`src/rtl/pgv_pkg.sv`:
```
package pgv_pkg;
   typedef enum logic {
      SCAN_IDLE = 1'b0,
      SCAN_RUN  = 1'b1
   } scan_state_e;
endpackage

```
`src/rtl/pgv_status_bits.sv`:
```
module pgv_status_bits #(
   parameter int N_ENTRIES = 16,
   parameter int IDX_W     = 4
) (
   input  logic                 clk,
   input  logic                 rst_n,
   input  logic                 acc_en,
   input  logic [IDX_W-1:0]     acc_idx,
   input  logic                 acc_wr,
   input  logic                 sw_we,
   input  logic [IDX_W-1:0]     sw_idx,
   input  logic                 sw_val,
   input  logic                 hclr_en,
   input  logic                 vclr_en,
   input  logic [IDX_W-1:0]     clr_idx,
   output logic [N_ENTRIES-1:0] vld,
   output logic [N_ENTRIES-1:0] dty,
   output logic [N_ENTRIES-1:0] rfb
);
   for (genvar i = 0; i < N_ENTRIES; i++) begin : g_ent
      logic acc_hit, sw_hit, clr_hit;
      logic v_q, d_q, r_q;

      assign acc_hit = acc_en && (acc_idx == IDX_W'(i));
      assign sw_hit  = sw_we && (sw_idx == IDX_W'(i));
      assign clr_hit = clr_idx == IDX_W'(i);

      always_ff @(posedge clk or negedge rst_n) begin
         if (!rst_n) begin
            v_q <= 1'b0;
            d_q <= 1'b0;
            r_q <= 1'b0;
         end else begin
            // software load beats the victim clear
            if (sw_hit)
               v_q <= sw_val;
            else if (vclr_en && clr_hit)
               v_q <= 1'b0;
            // access sets beat the hand's clears
            if (acc_hit && acc_wr)
               d_q <= 1'b1;
            else if (vclr_en && clr_hit)
               d_q <= 1'b0;
            if (acc_hit)
               r_q <= 1'b1;
            else if ((vclr_en || hclr_en) && clr_hit)
               r_q <= 1'b0;
         end
      end

      assign vld[i] = v_q;
      assign dty[i] = d_q;
      assign rfb[i] = r_q;
   end
endmodule

```
`src/rtl/pgv_hand_fsm.sv`:
```
module pgv_hand_fsm
   import pgv_pkg::*;
#(
   parameter int N_ENTRIES = 16,
   parameter int IDX_W     = 4
) (
   input  logic             clk,
   input  logic             rst_n,
   input  logic             scan_req,
   input  logic             cur_v,
   input  logic             cur_r_eff,
   input  logic             cur_d,
   output logic [IDX_W-1:0] hand,
   output logic             busy,
   output logic             hclr_en,
   output logic             vclr_en,
   output logic             done,
   output logic             none,
   output logic [IDX_W-1:0] vidx,
   output logic             vdirty
);
   localparam int LIMIT = 2 * N_ENTRIES - 1;
   localparam int CNT_W = $clog2(2 * N_ENTRIES) + 1;

   scan_state_e      st_q;
   logic [CNT_W-1:0] cnt_q;
   logic [IDX_W-1:0] hand_nxt;
   logic             hit, give_up;

   assign busy     = (st_q == SCAN_RUN);
   assign hit      = busy && cur_v && !cur_r_eff;
   assign hclr_en  = busy && cur_v && cur_r_eff;
   assign vclr_en  = hit;
   assign give_up  = busy && !hit && (cnt_q == CNT_W'(LIMIT));
   assign hand_nxt = (hand == IDX_W'(N_ENTRIES - 1)) ? '0 : hand + 1'b1;

   always_ff @(posedge clk or negedge rst_n) begin
      if (!rst_n) begin
         st_q   <= SCAN_IDLE;
         cnt_q  <= '0;
         hand   <= '0;
         done   <= 1'b0;
         none   <= 1'b0;
         vidx   <= '0;
         vdirty <= 1'b0;
      end else begin
         done <= hit || give_up;
         none <= give_up;
         if (hit) begin
            vidx   <= hand;
            vdirty <= cur_d;
         end else if (give_up) begin
            vdirty <= 1'b0;
         end
         if (st_q == SCAN_IDLE) begin
            if (scan_req) begin
               st_q  <= SCAN_RUN;
               cnt_q <= '0;
            end
         end else begin
            hand  <= hand_nxt;
            cnt_q <= cnt_q + 1'b1;
            if (hit || give_up)
               st_q <= SCAN_IDLE;
         end
      end
   end
endmodule

```
`src/rtl/pg_clock_victim.sv`:
```
module pg_clock_victim #(
   parameter int N_ENTRIES = 16,
   parameter int IDX_W     = (N_ENTRIES > 1) ? $clog2(N_ENTRIES) : 1
) (
   input  logic             clk,
   input  logic             rst_n,
   input  logic             acc_en,
   input  logic [IDX_W-1:0] acc_idx,
   input  logic             acc_wr,
   input  logic             sw_we,
   input  logic [IDX_W-1:0] sw_idx,
   input  logic             sw_val,
   input  logic             scan_req,
   output logic             scan_busy,
   output logic             scan_done,
   output logic             victim_none,
   output logic [IDX_W-1:0] victim_idx,
   output logic             victim_dirty
);
   if (N_ENTRIES < 2) begin : g_bad_depth
      $error("pg_clock_victim: N_ENTRIES must be at least 2");
   end
   if ((1 << IDX_W) < N_ENTRIES) begin : g_bad_width
      $error("pg_clock_victim: IDX_W too narrow for N_ENTRIES");
   end

   logic [N_ENTRIES-1:0] vld, dty, rfb;
   logic [IDX_W-1:0]     hand;
   logic                 hclr_en, vclr_en;
   logic                 cur_v, cur_d, cur_r_eff;

   assign cur_v     = vld[hand];
   assign cur_d     = dty[hand];
   assign cur_r_eff = rfb[hand] || (acc_en && (acc_idx == hand));

   pgv_status_bits #(.N_ENTRIES(N_ENTRIES), .IDX_W(IDX_W)) u_bits (
      .clk(clk), .rst_n(rst_n),
      .acc_en(acc_en), .acc_idx(acc_idx), .acc_wr(acc_wr),
      .sw_we(sw_we), .sw_idx(sw_idx), .sw_val(sw_val),
      .hclr_en(hclr_en), .vclr_en(vclr_en), .clr_idx(hand),
      .vld(vld), .dty(dty), .rfb(rfb)
   );

   pgv_hand_fsm #(.N_ENTRIES(N_ENTRIES), .IDX_W(IDX_W)) u_hand (
      .clk(clk), .rst_n(rst_n), .scan_req(scan_req),
      .cur_v(cur_v), .cur_r_eff(cur_r_eff), .cur_d(cur_d),
      .hand(hand), .busy(scan_busy),
      .hclr_en(hclr_en), .vclr_en(vclr_en),
      .done(scan_done), .none(victim_none),
      .vidx(victim_idx), .vdirty(victim_dirty)
   );
endmodule

```
`config.mk`:
```
export PLATFORM = sky130hd
export DESIGN_NAME = pg_clock_victim
export DESIGN_NICKNAME = d
export VERILOG_FILES = /design/src/rtl/pgv_pkg.sv /design/src/rtl/pgv_status_bits.sv /design/src/rtl/pgv_hand_fsm.sv /design/src/rtl/pg_clock_victim.sv
export SDC_FILE = /design/constraint.sdc
export NUM_CORES = 1
export LEC_CHECK = 0
export ABC_CLOCK_PERIOD_IN_PS = 2500
export BUFFER_PORTS_ARGS = -buffer_cell sky130_fd_sc_hd__buf_2
export CELL_PAD_IN_SITES_DETAIL_PLACEMENT = 1
export CELL_PAD_IN_SITES_GLOBAL_PLACEMENT = 2
export CORE_MARGIN = 4
export CORE_UTILIZATION = 40
export CTS_CLUSTER_DIAMETER = 150
export CTS_CLUSTER_SIZE = 24
export DETAILED_ROUTE_END_ITERATION = 7
export PLACE_DENSITY = 0.79
export SLEW_MARGIN = 10
export SYNTH_ARGS = -nofsm -noshare
export SYNTH_HDL_FRONTEND = slang
export SYNTH_SLANG_ARGS = --single-unit
```
`constraint.sdc`:
```
create_clock -name clk -period 2.5 [get_ports clk]
set_clock_uncertainty 0.05 [all_clocks]
set_input_delay 0.5 -clock clk [delete_from_list [all_inputs] [get_ports clk]]
set_output_delay 0.5 -clock clk [all_outputs]
set_load 0.005 [all_outputs]
```
==> flow_summary.ini <==
[outcome]
status = finished, final reports clean

[detailed_routing]
vias_per_cell = 5.83
wl_um = 9970
wl_per_cell_um = 21.2
vias = 2745
drcViolationCount = 0
ant_nets = 0
drt_iter0_drc = 123
drtPass1Iterations = 4

[synth]
synth_compound_area_share_pct = 17.0
synth_top_family_by_area = compound AO/OA/AOI/OAI gates
synth_nets = 350
synth_seq_cells = 66
syn_avg_cell_area_um2 = 10.5
synthAdderAreaFrac_pct = 1.81
synth_cells = 330
yosys_warnings = 0
yosysSeqAreaShare_pct = 47.8
syn_area_um2 = 3460
synth_mux_area_share_pct = 10.7
ys_types = 48
synthXorXnorAreaFrac_pct = 1.52
synth_simple_gate_area_share_pct = 16.8

[global_routing]
grt_pass1_vias = 2999
antenna_found_initial = 0
grt_max_degree = 31
grt_use_total_pct = 21.4
grt_overflow = 0
grt_pass1_wl_um = 16200

[placed_design]
post_dp_cell_area_um2 = 3750
gp_congestion = 0.823
port_buffers = 22
dpl.hpwl_um = 7470

[sta]
setup_violations = 0
tightest_slew_ns = 0.643
slew_headroom_pct = 57.2
tns_ns = 0
post-route-period-util_pct = 92.2
final-hold-violation-count = 0
fmax_mhz = 434
rsz0062_at_grt = false
timing.final.crit_period_ns = 2.30
maxSlewViolCount = 0

[cts]
insertion_delay_ns = 0.36
clock_path_buffers = 2
clock_sinks = 66
numCtsBuffers = 9
cts_tree = done
cts_root_buffer = clkbuf_8
clkSlewWorstSetupHoldPaths_ns = 0.07
h-tree-depth = 3

[critical_path]
reg2reg_to = u_hand.vidx[1]$_DFFE_PN0P_
worstSetupStartpointType = flop
crit_required_ns = 2.69
critPathMaxStageDelay_ns = 0.47
arrival_ns = 2.49
r2r_setup_slack_ns = 0.20
cp_max_fo = 20
worstSetupPathType = flop to flop
reg2reg_from = u_hand.hand[0]$_DFFE_PN0P_
rr_worst_depth = 7
startpoint = u_hand.hand[0]$_DFFE_PN0P_
cp-end-kind = flop
cp_slowest_cell = dfrtp_1
cp_cell_sequence = buf_12, mux2_2, a2bb2oi_1, nand4b_1, o21ai_0, and2_2, mux2_4

[die]
fp.coreArea_um2 = 8300
rows = 33
initial_core_util_pct = 41.7
die_y_um = 101
boundaryPins = 23
die_x_um = 101
die-area_um2 = 10200

[cells_and_area]
layout-drive-gt1-share_pct = 19.1
stdcell_area_um2 = 3920
finish.utilization_pct = 47.2
areaGrowthSynthToFinish_pct = 13.4
fin_nets = 382
antennaDiodeCount = 0

[min_path]
hold_class = input port to asynchronous set/reset pin

[power_and_ir_drop]
powerDensity_nw_per_um2 = 1290
p_leak_nw = 1.74
max-vdd-ir-drop_mv = 0.512

[flow_run]
maxCapViolations = 0
-- per-layer routing --
layer / vias to the layer above / wire [um] / track usage (%)
met5: - / 0 / 0
met4: 0 / 335 / 10.8
met3: 24 / 441 / 3.81
met2: 54 / 4840 / 34.7
met1: 1392 / 4350 / 27.3
li1: 1275 / - / -
-- metrics by stage --
| stage | instances | power (W) | hold slack (ns) | setup slack, ns |
|---|---|---|---|---|
| 6_report | 471 | 0.00506 | 0.105 | 0.196 |
| 5_1_grt | 471 | 0.00543 | 0.158 | 0.00799 |
| 4_1_cts | 471 | 0.00509 | 0.125 | 0.134 |
| 3_5_place_dp | 456 | 0.00425 | 0.428 | 0.152 |
| 3_3_place_gp | 456 | 0.00416 | 0.422 | 0.180 |
| 2_1_floorplan | 330 | 0.00349 | 0.154 | 0.274 |
-- synth_stat cells (all sizes together) --
cell type	n	area, um^2
o41ai	1	8.76
o2111ai	1	8.76
nand3b	9	67.6
clkbuf	7	26.3
nor3	4	20.0
o22ai	27	169
o211ai	2	15.0
ha	5	62.6
nor2b	3	18.8
a22oi	1	7.51
a22o	1	8.76
mux2	7	93.8
a21oi	2	10.0
inv	16	60.1
or3b	2	17.5
buf	9	63.8
and2	3	18.8
o2bb2ai	13	114
xor2	4	35.0
nor3b	1	7.51
a21o	3	22.5
nand3	13	65.1
and3	12	75.1
xnor2	2	17.5
mux4	7	158
dfrtp	66	1650
nand4b	1	8.76
a31oi	1	6.26
a2111oi	1	15.0
nand2	35	131
nand4	2	12.5
nor2	9	33.8
and4b	2	20.0
a2bb2oi	1	8.76
o21ai	26	130
nor4b	1	8.76
mux2i	12	120
nand2b	9	56.3
nor4	1	6.26
o21a	3	22.5
a311oi	1	26.3
o31ai	2	15.0
or2	2	12.5
-- worst max path at each step --
stage                                            to  cells after the start
floorplan                u_hand.vidx[0]$_DFFE_PN0P_                      8
global placement         u_hand.vidx[1]$_DFFE_PN0P_                      6
detailed placement       u_hand.vidx[1]$_DFFE_PN0P_                      6
CTS                      u_hand.vidx[1]$_DFFE_PN0P_                      6
global route        u_bits.g_ent[3].v_q$_DFFE_PN0P_                      7
finish                   u_hand.vidx[1]$_DFFE_PN0P_                      7
-- layout by cell type (no fill, tap or decap), drive strengths merged, types with 4 or more instances in the layout --
master	instances
o22ai	27
nand2b	9
buf	37
mux4	7
mux2	7
nor2	9
o21ai	26
nand2	35
mux2i	12
o2bb2ai	13
clkbuf	13
xor2	4
dfrtp	66
and3	12
nor3	4
nand3b	9
ha	5
inv	16
nand3	13
-- where the power goes --
part / switching [W] / total [W] / internal [W]
logic: 0.00120 / 0.00231 / 0.00111
clock network: 0.000416 / 0.000824 / 0.000408
registers: 0.000374 / 0.00192 / 0.00155
-- state kept, by name, summed over array words and instances, names as in the netlist, 4 cells and up --
register,count
u_hand.vidx,4
u_hand.cnt_q,6
u_bits.g_ent.r_q,16
u_bits.g_ent.v_q,16
u_bits.g_ent.d_q,16
u_hand.hand,4
-- timing repair --
item,CTS,global route
endpoints found under the setup margin,0,4
hold buffers,0,0
resized for setup,0,1
endpoints found under the hold margin,0,0
setup buffers,0,0
-- critical path, delay by kind of cell (launching register included) --
| kind | cells | cell delay [ns] |
|---|---|---|
| mux | 2 | 0.67 |
| flops | 1 | 0.47 |
| simple gates | 2 | 0.47 |
| compound gates | 2 | 0.29 |
| buf+inv | 1 | 0.22 |
-- cell families (layout without fill, tap and decap cells) --
| logic type | after synthesis | count (layout) |
|---|---|---|
| and+or+nand+nor | 109 | 109 |
| muxes | 26 | 26 |
| buffers and inverters | 32 | 68 |
| adders and majority gates | 5 | 5 |
| DFF | 66 | 66 |
| xor gates and xnor gates | 6 | 6 |
| AOI/OAI and AO/OA | 86 | 86 |
-- final cells by class --
class                   count  area (um^2)
clock buffers              13          159
clock inverters             2         12.5
fillers                   940         4380
inverters                  16         60.1
multi-input cells         232         1660
flip-flops and latches     66         1650
well taps                 105          131
repair buffers             37          248
Power figures use the tool's default switching activity.
